===== src/rtl/evtc_pkg.sv =====
package evtc_pkg;
  localparam int CTRL_W   = 64;
  localparam int AGT_LO   = 32;
  localparam int AGT_W    = 6;
  localparam int KND_LO   = 38;
  localparam int KND_W    = 6;
  localparam int SNP_LO   = 44;
  localparam int SNP_W    = 3;
  localparam int STA_LO   = 47;
  localparam int STA_W    = 7;
  localparam int MOD_LO   = 54;
  localparam int MOD_W    = 2;
  localparam int MOD_EN   = 56;
  localparam int ARM_LO   = 32;
  localparam int ADDR_W   = 2;
  localparam logic [ADDR_W-1:0] ADDR_CTRL = 2'd0;
  localparam logic [ADDR_W-1:0] ADDR_CNT  = 2'd1;

  typedef struct packed {
    logic [AGT_W-1:0] agent;
    logic [KND_W-1:0] kind;
    logic [SNP_W-1:0] snoop;
    logic [STA_W-1:0] state;
    logic [MOD_W-1:0] module_code;
  } evt_desc_t;
endpackage


===== src/rtl/evtc_mask_hit.sv =====
module evtc_mask_hit #(
  parameter int W = 6
) (
  input  logic [W-1:0] sel,
  input  logic [W-1:0] attr,
  output logic         hit
);
  // One shared set bit between mask and one-hot attribute admits it.
  assign hit = |(sel & attr);
endmodule


===== src/rtl/evtc_ctrl_reg.sv =====
module evtc_ctrl_reg
  import evtc_pkg::*;
(
  input  logic              clk,
  input  logic              rst_n,
  input  logic              wr_en,
  input  logic [CTRL_W-1:0] wdata,
  output logic [CTRL_W-1:0] ctrl_q,
  output logic              armed
);
  logic [CTRL_W-1:0] ctrl_d;

  always_comb begin
    ctrl_d = ctrl_q;
    if (wr_en) ctrl_d = wdata;
  end

  always_ff @(posedge clk or negedge rst_n) begin
    if (!rst_n)     ctrl_q <= '0;
    else if (wr_en) ctrl_q <= ctrl_d;
  end

  // Counting is live only while the upper half holds something non-zero.
  assign armed = |ctrl_q[CTRL_W-1:ARM_LO];
endmodule


===== src/rtl/evtc_filter.sv =====
module evtc_filter
  import evtc_pkg::*;
(
  input  logic [CTRL_W-1:0] ctrl,
  input  evt_desc_t         desc,
  output logic              all_match
);
  logic agt_hit, knd_hit, snp_hit, sta_hit, mod_hit;

  evtc_mask_hit #(.W(AGT_W)) u_agt (
    .sel(ctrl[AGT_LO +: AGT_W]), .attr(desc.agent), .hit(agt_hit));
  evtc_mask_hit #(.W(KND_W)) u_knd (
    .sel(ctrl[KND_LO +: KND_W]), .attr(desc.kind),  .hit(knd_hit));
  evtc_mask_hit #(.W(SNP_W)) u_snp (
    .sel(ctrl[SNP_LO +: SNP_W]), .attr(desc.snoop), .hit(snp_hit));
  evtc_mask_hit #(.W(STA_W)) u_sta (
    .sel(ctrl[STA_LO +: STA_W]), .attr(desc.state), .hit(sta_hit));

  // Encoded select: compared only when its enable bit is set.
  always_comb begin
    if (ctrl[MOD_EN]) mod_hit = (desc.module_code == ctrl[MOD_LO +: MOD_W]);
    else              mod_hit = 1'b1;
  end

  assign all_match = agt_hit & knd_hit & snp_hit & sta_hit & mod_hit;
endmodule


===== src/rtl/evtc_counter.sv =====
module evtc_counter #(
  parameter int CNT_W = 40
) (
  input  logic             clk,
  input  logic             rst_n,
  input  logic             inc,
  input  logic             ld,
  input  logic [CNT_W-1:0] ld_val,
  output logic [CNT_W-1:0] cnt_q,
  output logic             ovf_q
);
  logic [CNT_W-1:0] cnt_d;
  logic             ovf_d;
  logic             carry;
  logic             en;

  always_comb begin
    cnt_d = cnt_q;
    ovf_d = ovf_q;
    carry = 1'b0;
    if (ld) begin
      cnt_d = ld_val;
      ovf_d = 1'b0;
    end else if (inc) begin
      {carry, cnt_d} = {1'b0, cnt_q} + {{CNT_W{1'b0}}, 1'b1};
      if (carry) ovf_d = 1'b1;
    end
  end

  assign en = ld | inc;

  always_ff @(posedge clk or negedge rst_n) begin
    if (!rst_n) begin
      cnt_q <= '0;
      ovf_q <= 1'b0;
    end else if (en) begin
      cnt_q <= cnt_d;
      ovf_q <= ovf_d;
    end
  end
endmodule


===== src/rtl/snoopq_evt_counter.sv =====
module snoopq_evt_counter
  import evtc_pkg::*;
#(
  parameter int CNT_W = 40
) (
  input  logic              clk,
  input  logic              rst_n,
  input  logic              reg_wr,
  input  logic [1:0]        reg_addr,
  input  logic [63:0]       reg_wdata,
  output logic [63:0]       reg_rdata,
  input  logic              evt_valid,
  input  logic [5:0]        evt_agent,
  input  logic [5:0]        evt_kind,
  input  logic [2:0]        evt_snoop,
  input  logic [6:0]        evt_state,
  input  logic [1:0]        evt_module
);
  localparam int OVF_BIT = CTRL_W - 1;

  logic [CTRL_W-1:0] ctrl_q;
  logic              armed;
  logic [CNT_W-1:0]  cnt_q;
  logic              ovf_q;
  logic              all_match;
  logic              ctrl_wr, cnt_wr, cnt_inc;
  evt_desc_t         desc;

  assign desc    = '{agent: evt_agent, kind: evt_kind, snoop: evt_snoop,
                     state: evt_state, module_code: evt_module};
  assign ctrl_wr = reg_wr && (reg_addr == ADDR_CTRL);
  assign cnt_wr  = reg_wr && (reg_addr == ADDR_CNT);
  assign cnt_inc = evt_valid && armed && all_match;

  evtc_ctrl_reg u_ctrl (
    .clk(clk), .rst_n(rst_n), .wr_en(ctrl_wr), .wdata(reg_wdata),
    .ctrl_q(ctrl_q), .armed(armed));

  evtc_filter u_filt (
    .ctrl(ctrl_q), .desc(desc), .all_match(all_match));

  evtc_counter #(.CNT_W(CNT_W)) u_cnt (
    .clk(clk), .rst_n(rst_n), .inc(cnt_inc), .ld(cnt_wr),
    .ld_val(reg_wdata[CNT_W-1:0]), .cnt_q(cnt_q), .ovf_q(ovf_q));

  always_comb begin
    reg_rdata = '0;
    case (reg_addr)
      ADDR_CTRL: reg_rdata = ctrl_q;
      ADDR_CNT: begin
        reg_rdata[CNT_W-1:0] = cnt_q;
        reg_rdata[OVF_BIT]   = ovf_q;
      end
      default: reg_rdata = '0;
    endcase
  end
endmodule


===== config.mk =====
export PLATFORM = sky130hd
export DESIGN_NAME = snoopq_evt_counter
export DESIGN_NICKNAME = d
export VERILOG_FILES = /design/src/rtl/evtc_pkg.sv /design/src/rtl/evtc_mask_hit.sv /design/src/rtl/evtc_ctrl_reg.sv /design/src/rtl/evtc_filter.sv /design/src/rtl/evtc_counter.sv /design/src/rtl/snoopq_evt_counter.sv
export SDC_FILE = /design/constraint.sdc
export NUM_CORES = 1
export LEC_CHECK = 0
export CAP_MARGIN = 40
export CORE_MARGIN = 10
export CORE_UTILIZATION = 44
export CTS_CLUSTER_SIZE = 40
export DETAILED_ROUTE_END_ITERATION = 12
export GPL_TIMING_DRIVEN = 0
export HOLD_SLACK_MARGIN = 0.06
export PLACE_DENSITY = 0.84
export SKIP_CTS_REPAIR_TIMING = 1
export SLEW_MARGIN = 10
export SYNTH_ARGS = -nofsm -noshare
export SYNTH_HDL_FRONTEND = slang
export SYNTH_SLANG_ARGS = --single-unit

===== constraint.sdc =====
create_clock -name clk -period 2.25 [get_ports clk]
set_input_delay 0.45 -clock clk [delete_from_list [all_inputs] [get_ports clk]]
set_output_delay 0.45 -clock clk [all_outputs]
set_load 0.02 [all_outputs]

==> qor.yml, run 1 <==
timing:
  skew_ps: 8.755
  finalMaxSlewViolations: 0
  max-slew-margin-rel_pct: 54.64
  min_period_over_period_pct: 104.6
  timing.fmax_ghz: 0.4251
  layout_setup_ws_ps: -102.4
  tightestPinTransition_ps: 680.4
  rsz0062_at_grt: "true"
  min_period_ps: 2352
  finalSetupViolCount: 6
  hold_viol: 0
grt:
  grt_pass1_vias: 5239
  groute.usage.overall_pct: 19.64
  antenna_found_initial: 0
  grt_pass1_wl_mm: 28.25
  grt_remaining_overflow: 0
  grt_max_degree: 55
power:
  ir_worst_vdd_mv: 0.4035
  seqPwrFrac_pct: 43.3
  powerDensity_mw_per_mm2: 719.5
  p_sw_uw: 1959
  power_frac_clock_pct: 25.8
  p_comb_share_pct: 30.9
  power.internal_uw: 4039
  swShare_pct: 32.65
  p_leak_uw: 0.003811
routing:
  vias: 5269
  drt_iter0_drc: 511
  drtPass1Iterations: 6
  drc: 0
  wl_mm: 18.94
  wl_per_cell_um: 20.43
  route.antenna.remaining_nets: 0
  avgViaCountPerCell: 5.684
critical_path:
  path_buf_inv: 1
  critPathMostFrequentCell: "nand4_1"
  crit_type: "reg -> reg"
  critPathLaunchType: "register"
  path_cells: "nand4_1 > nor4_4 > nand4_1 > or3_4 > buf_6 > or3_1 > a31oi_1"
  cp.required_ps: 2510
  end_kind: "register"
  worstPathArrival_ps: 2610
  cp_max_fo: 5
  critPathSlowestCell: "dfrtp_1"
  cpPeakStageDelay_ps: 400
  worst_path_dominant_cell_family: "simple AND/OR/NAND/NOR gates"
die:
  dieHeight_um: 133.6
  dieArea_mm2: 0.01784
  core-area_mm2: 0.01262
  die_w_um: 133.6
  initial_utilization_pct: 44.96
  fp-row-count: 41
  io_pins: 158
synthesis:
  yosysWarnings: 0
  ys_ff_latch: 105
  synth_nets: 660
  syn-instance-count: 565
  ys_types: 33
  ys_seq_area_share_pct: 46.31
  postSynthAreaPerCell_um2: 10.04
  synth.cell_area_mm2: 0.005674
finish:
  fillers: 997
  nNetsFinal: 845
  syn2layout_area_growth_pct: 46.92
  final_common_cell: "clkdlybuf4s50_1"
  fin_util_pct: 66.06
  n_antenna_cell: 0
  drive_gt1_share_pct: 21.99
  layout_common_cells: "clkdlybuf4s50_1 (117), dfrtp_1 (97), nor2_1 (70)"
clock_network:
  clk_pin_slew_worst_paths_ps: 70
  cts_root_buf: "clkbuf_16"
  clock-sinks: 105
  cts.htree.levels: 3
  clk_latency_ps: 340
  clock_path_buffers: 2
  cts_tree: "built"
  cts_buffers: 9
run_status:
  outcome: "finished with violations"
  violations: "negative setup slack"
placement:
  post-place-ws_ps: -717.4
  dp_hpwl_mm: 13.70
  place.port_buffers: 155
  finalWeightedCongestion: 0.9365
hold_path:
  hold_path.class: "in -> async"
job:
  maxCapViolations: 0
## cell type report
class	count	area, µm²	area share (%)
clock inverters	5	56.30	0.6754
inverters	7	26.28	0.3152
multi-input cells	417	3126	37.49
repair buffers	174	1807	21.67
plain buffers	36	236.5	2.837
clock buffers	11	232.7	2.792
flip-flops and latches	105	2638	31.64
well taps	172	215.2	2.581
## cell families (layout without fill, tap and decap cells)
kind of cell	after synthesis	after routing	share of synthesized area, %
mux	106	106	20.11
buf+inv	43	233	2.889
fa+ha+maj	1	1	0.2205
xor+xnor	29	29	4.476
compound gates	64	64	6.615
simple gates	217	217	19.38
flops	105	105	46.31
## per-layer routing
metal,global-route usage (%),up-vias,routed length [µm]
met1,23.61,2612,7333
met3,5.489,42,1547
met2,33.37,238,9555
met4,5.925,0,503
met5,0,-,0
li1,-,2377,-
## worst reg2reg max path, stage by stage (launching register included)
cell and delay (ps):
dfrtp_1 400, nand4_1 200, nor4_4 400, nand4_1 200
or3_4 390, buf_6 140, or3_1 340, a31oi_1 190
## state kept, by name, summed over array words and instances (netlist names)
signal         flops
u_cnt.ovf_q        1
u_cnt.cnt_q       40
u_ctrl.ctrl_q     64
## power by group through the flow
stage | registers [µW] | logic, µW | clock network (µW)
CTS | 2590 | 1640 | 1560
floorplan | 2510 | 962 | 0
detailed placement | 2620 | 1630 | 0
global placement | 2590 | 1580 | 0
finish | 2600 | 1850 | 1550
global route | 2650 | 2000 | 1650
## stage by stage
step           total power, µW  instances  instance area (µm²)  TNS (ps)  hold WS [ps]
3_5_place_dp              4254        894                 7481    -80770         434.4
2_1_floorplan             3472        565                 5674         0         154.4
6_report                  5998        927                 8337    -214.8         42.39
5_1_grt                   6297        927                 8337     -1058         82.25
3_3_place_gp              4168        892                 7441   -412730         480.5
4_1_cts                   5797        910                 7770    -48030         66.26
## cells in the mapped netlist (all sizes together)
cell type	count	area, µm²
nor2	71	266.5
o21ai	28	140.1
nor4b	3	26.28
xor2	2	17.52
mux2i	42	420.4
a311oi	1	8.760
a21o	2	15.01
and3	4	25.02
nand2	36	135.1
a31oi	11	68.82
or2	2	12.51
clkbuf	30	112.6
a21oi	11	55.05
mux2	64	720.7
buf	6	25.02
ha	1	12.51
dfrtp	105	2628
and3b	1	8.760
nand3	19	95.09
inv	7	26.28
nand4	11	83.83
nor4	24	165.2
nand3b	2	15.01
a22oi	8	60.06
xnor2	27	236.5
o21a	1	7.510
nor3	7	35.03
or3	12	75.07
and2	25	156.4
a222oi	2	20.02
## final timing paths
kind / from / to / slack [ps] / cells after the start
max: u_cnt.cnt_q[15] / u_cnt.cnt_q[38] / -100 / 7
min: rst_n / u_ctrl.ctrl_q[33] / 40 / 1
max reg2reg: u_cnt.cnt_q[15] / u_cnt.cnt_q[38] / -100 / 7
min reg2reg: u_ctrl.ctrl_q[60] / u_ctrl.ctrl_q[60] / 500 / 1
max in group asynchronous: rst_n / u_cnt.cnt_q[16] / 1550 / 2
min in group clk: u_ctrl.ctrl_q[60] / u_ctrl.ctrl_q[60] / 500 / 1
(Power assumes the default switching activity.)
==> run 2: changes to the inputs <==
--- a/config.mk
+++ b/config.mk
@@ -8,7 +8,7 @@
 export CAP_MARGIN = 40
 export CORE_MARGIN = 10
 export CORE_UTILIZATION = 44
-export CTS_CLUSTER_SIZE = 40
+export CTS_CLUSTER_SIZE = 10
 export DETAILED_ROUTE_END_ITERATION = 12
 export GPL_TIMING_DRIVEN = 0
 export HOLD_SLACK_MARGIN = 0.06
==> results of run 2 <==
Same layout as run 1: the final DEF is identical, and so are final timing and power.
==> run 3: changes to the inputs <==
--- a/config.mk
+++ b/config.mk
@@ -6,7 +6,7 @@
 export NUM_CORES = 1
 export LEC_CHECK = 0
 export CAP_MARGIN = 40
-export CORE_MARGIN = 10
+export CORE_MARGIN = 2
 export CORE_UTILIZATION = 44
 export CTS_CLUSTER_SIZE = 10
 export DETAILED_ROUTE_END_ITERATION = 12
==> run 3 against run 2 <==
  * The run still ends with negative setup slack left
  * First-iteration DRC count down 6.8%
  * Register-to-register slack got worse by 140 ps
  * Combinational power up 2%
  * Largest cell class unchanged
==> qor.yml, run 3 (synthesized netlist as in run 1, its figures left out) <==
routing:
  wl_mm: 18.40
  wl_per_cell_um: 19.73
  drc: 0
  avgViaCountPerCell: 5.752
  drtPass1Iterations: 7
  drt_iter0_drc: 476
  route.antenna.remaining_nets: 0
  vias: 5367
power:
  total_power_uw: 6118
  p_leak_uw: 0.003840
  powerDensity_mw_per_mm2: 727.1
  ir_worst_vdd_mv: 0.4199
die:
  dieArea_mm2: 0.01382
  dieHeight_um: 117.6
  die_w_um: 117.6
  fp-row-count: 41
  initial_utilization_pct: 44.96
  core-area_mm2: 0.01262
  io_pins: 158
clock_network:
  clock_path_buffers: 2
  cts.htree.levels: 3
  cts_root_buf: "clkbuf_16"
  clock-sinks: 105
  clk_pin_slew_worst_paths_ps: 70
  cts_buffers: 9
  cts_tree: "built"
  clk_latency_ps: 350
critical_path:
  critPathSlowestCell: "nor4_1"
  r2r_start: "u_cnt.cnt_q[2]"
  crit_type: "reg -> reg"
  rrSetupSlack_ps: -240
  critPathLaunchType: "register"
  reg2reg_to: "u_cnt.cnt_q[17]"
  path_cells: "nand3_1 > nor3_2 > nand2_1 > nor4_1 > xnor2_1 > o21ai_0"
  cp_max_fo: 8
  cp.required_ps: 2460
  worstPathArrival_ps: 2700
  cpPeakStageDelay_ps: 650
  end_kind: "register"
  worstRegToRegCells: 6
timing:
  max-slew-margin-rel_pct: 57.97
  skew_ps: 11.00
  min_period_over_period_pct: 110.8
  timing.fmax_ghz: 0.4010
  tightestPinTransition_ps: 630.5
  finalMaxSlewViolations: 0
  min_period_ps: 2494
  layout_setup_ws_ps: -243.9
  hold_viol: 0
  finalSetupViolCount: 8
  rsz0062_at_grt: "true"
finish:
  largest_reg_flops: 64
  largest-register: "u_ctrl.ctrl_q"
  syn2layout_area_growth_pct: 48.27
  fillers: 973
  top_regs: "u_ctrl.ctrl_q (64), u_cnt.cnt_q (40), u_cnt.ovf_q (1)"
  drive_gt1_share_pct: 23.65
  final_common_cell: "clkdlybuf4s50_1"
  n_antenna_cell: 0
  layout_common_cells: "clkdlybuf4s50_1 (118), dfrtp_1 (96), nor2_1 (70)"
  fin_area_mm2: 0.008413
  nNetsFinal: 851
placement:
  finalWeightedCongestion: 0.9501
  post-place-ws_ps: -706.4
  dp_hpwl_mm: 12.42
  place.port_buffers: 155
  place_area_mm2: 0.007492
grt:
  grt_pass1_wl_mm: 27.21
  grt_pass1_vias: 5312
  antenna_found_initial: 0
  groute.usage.overall_pct: 24.39
  grt_remaining_overflow: 0
  grt_max_degree: 55
run_status:
  violations: "negative setup slack"
  outcome: "finished with violations"
hold_path:
  hold_path.class: "in -> async"
job:
  maxCapViolations: 0
## run 3: cell types whose count changed in the layout (fill, tap and decap cells not counted), sizes merged
cell / before / now
clkbuf: 37 / 36
clkinvlp: 1 / 0
buf: 30 / 37
clkdlybuf4s50: 117 / 118
clkinv: 3 / 4
dlymetal6s2s: 37 / 36
## run 3: metal layers
layer	routed length [µm]	global-route usage, %	share of wire (%)	up-vias
li1	-	-	-	2389
met4	541	8.886	2.9	0
met2	9313	41.56	51	279
met1	7272	30.90	40	2643
met3	1276	4.748	6.9	56
met5	0	0	0	-
## run 3: worst max-delay path, delay by kind of cell (launching register included)
family          cells  cell delay (ps)
simple gates        4             1550
flops               1              470
compound gates      1              120
xor+xnor            1              220
## run 3: worst max path at each step
| stage | startpoint | to | slack, ps | depth (start not counted) |
|---|---|---|---|---|
| after floorplan | u_cnt.cnt_q[0] | u_cnt.cnt_q[32] | 120 | 8 |
| after global placement | rst_n | u_ctrl.ctrl_q[9] | -3130 | 1 |
| after detailed placement | reg_addr[0] | reg_rdata[14] | -710 | 5 |
| after CTS | reg_addr[0] | reg_rdata[14] | -700 | 5 |
| after global routing | u_cnt.cnt_q[2] | u_cnt.cnt_q[17] | -370 | 6 |
| final | u_cnt.cnt_q[2] | u_cnt.cnt_q[17] | -240 | 6 |
## run 3: final cells by class
cell class / count / area [µm²] / share of cell area [%]
buffer: 36 / 220.2 / 2.617
multi-input combinational: 417 / 3151 / 37.45
clock inverter: 5 / 53.80 / 0.6395
clock buffer: 11 / 252.7 / 3.004
inverter: 7 / 26.28 / 0.3123
sequential: 105 / 2639 / 31.37
timing repair buffer: 180 / 1856 / 22.06
tap: 172 / 215.2 / 2.558
## run 3: power breakdown
part	total, µW	switching [µW]	leakage, µW	internal (µW)
registers	2610	352	0.00122	2250
logic	1890	953	0.00246	935
clock network	1620	704	0.000155	920
## run 3: metrics by stage
step           utilization (%)  std cells  hold WS [ps]  TNS, ps
3_5_place_dp             59.37        895         439.0   -80350
4_1_cts                  61.80        911         65.52   -47040
3_3_place_gp             58.96        892         481.1  -413480
6_report                 66.67        933         44.68   -802.0
2_1_floorplan                -        565         154.4        0
5_1_grt                  66.67        933         84.81    -2146
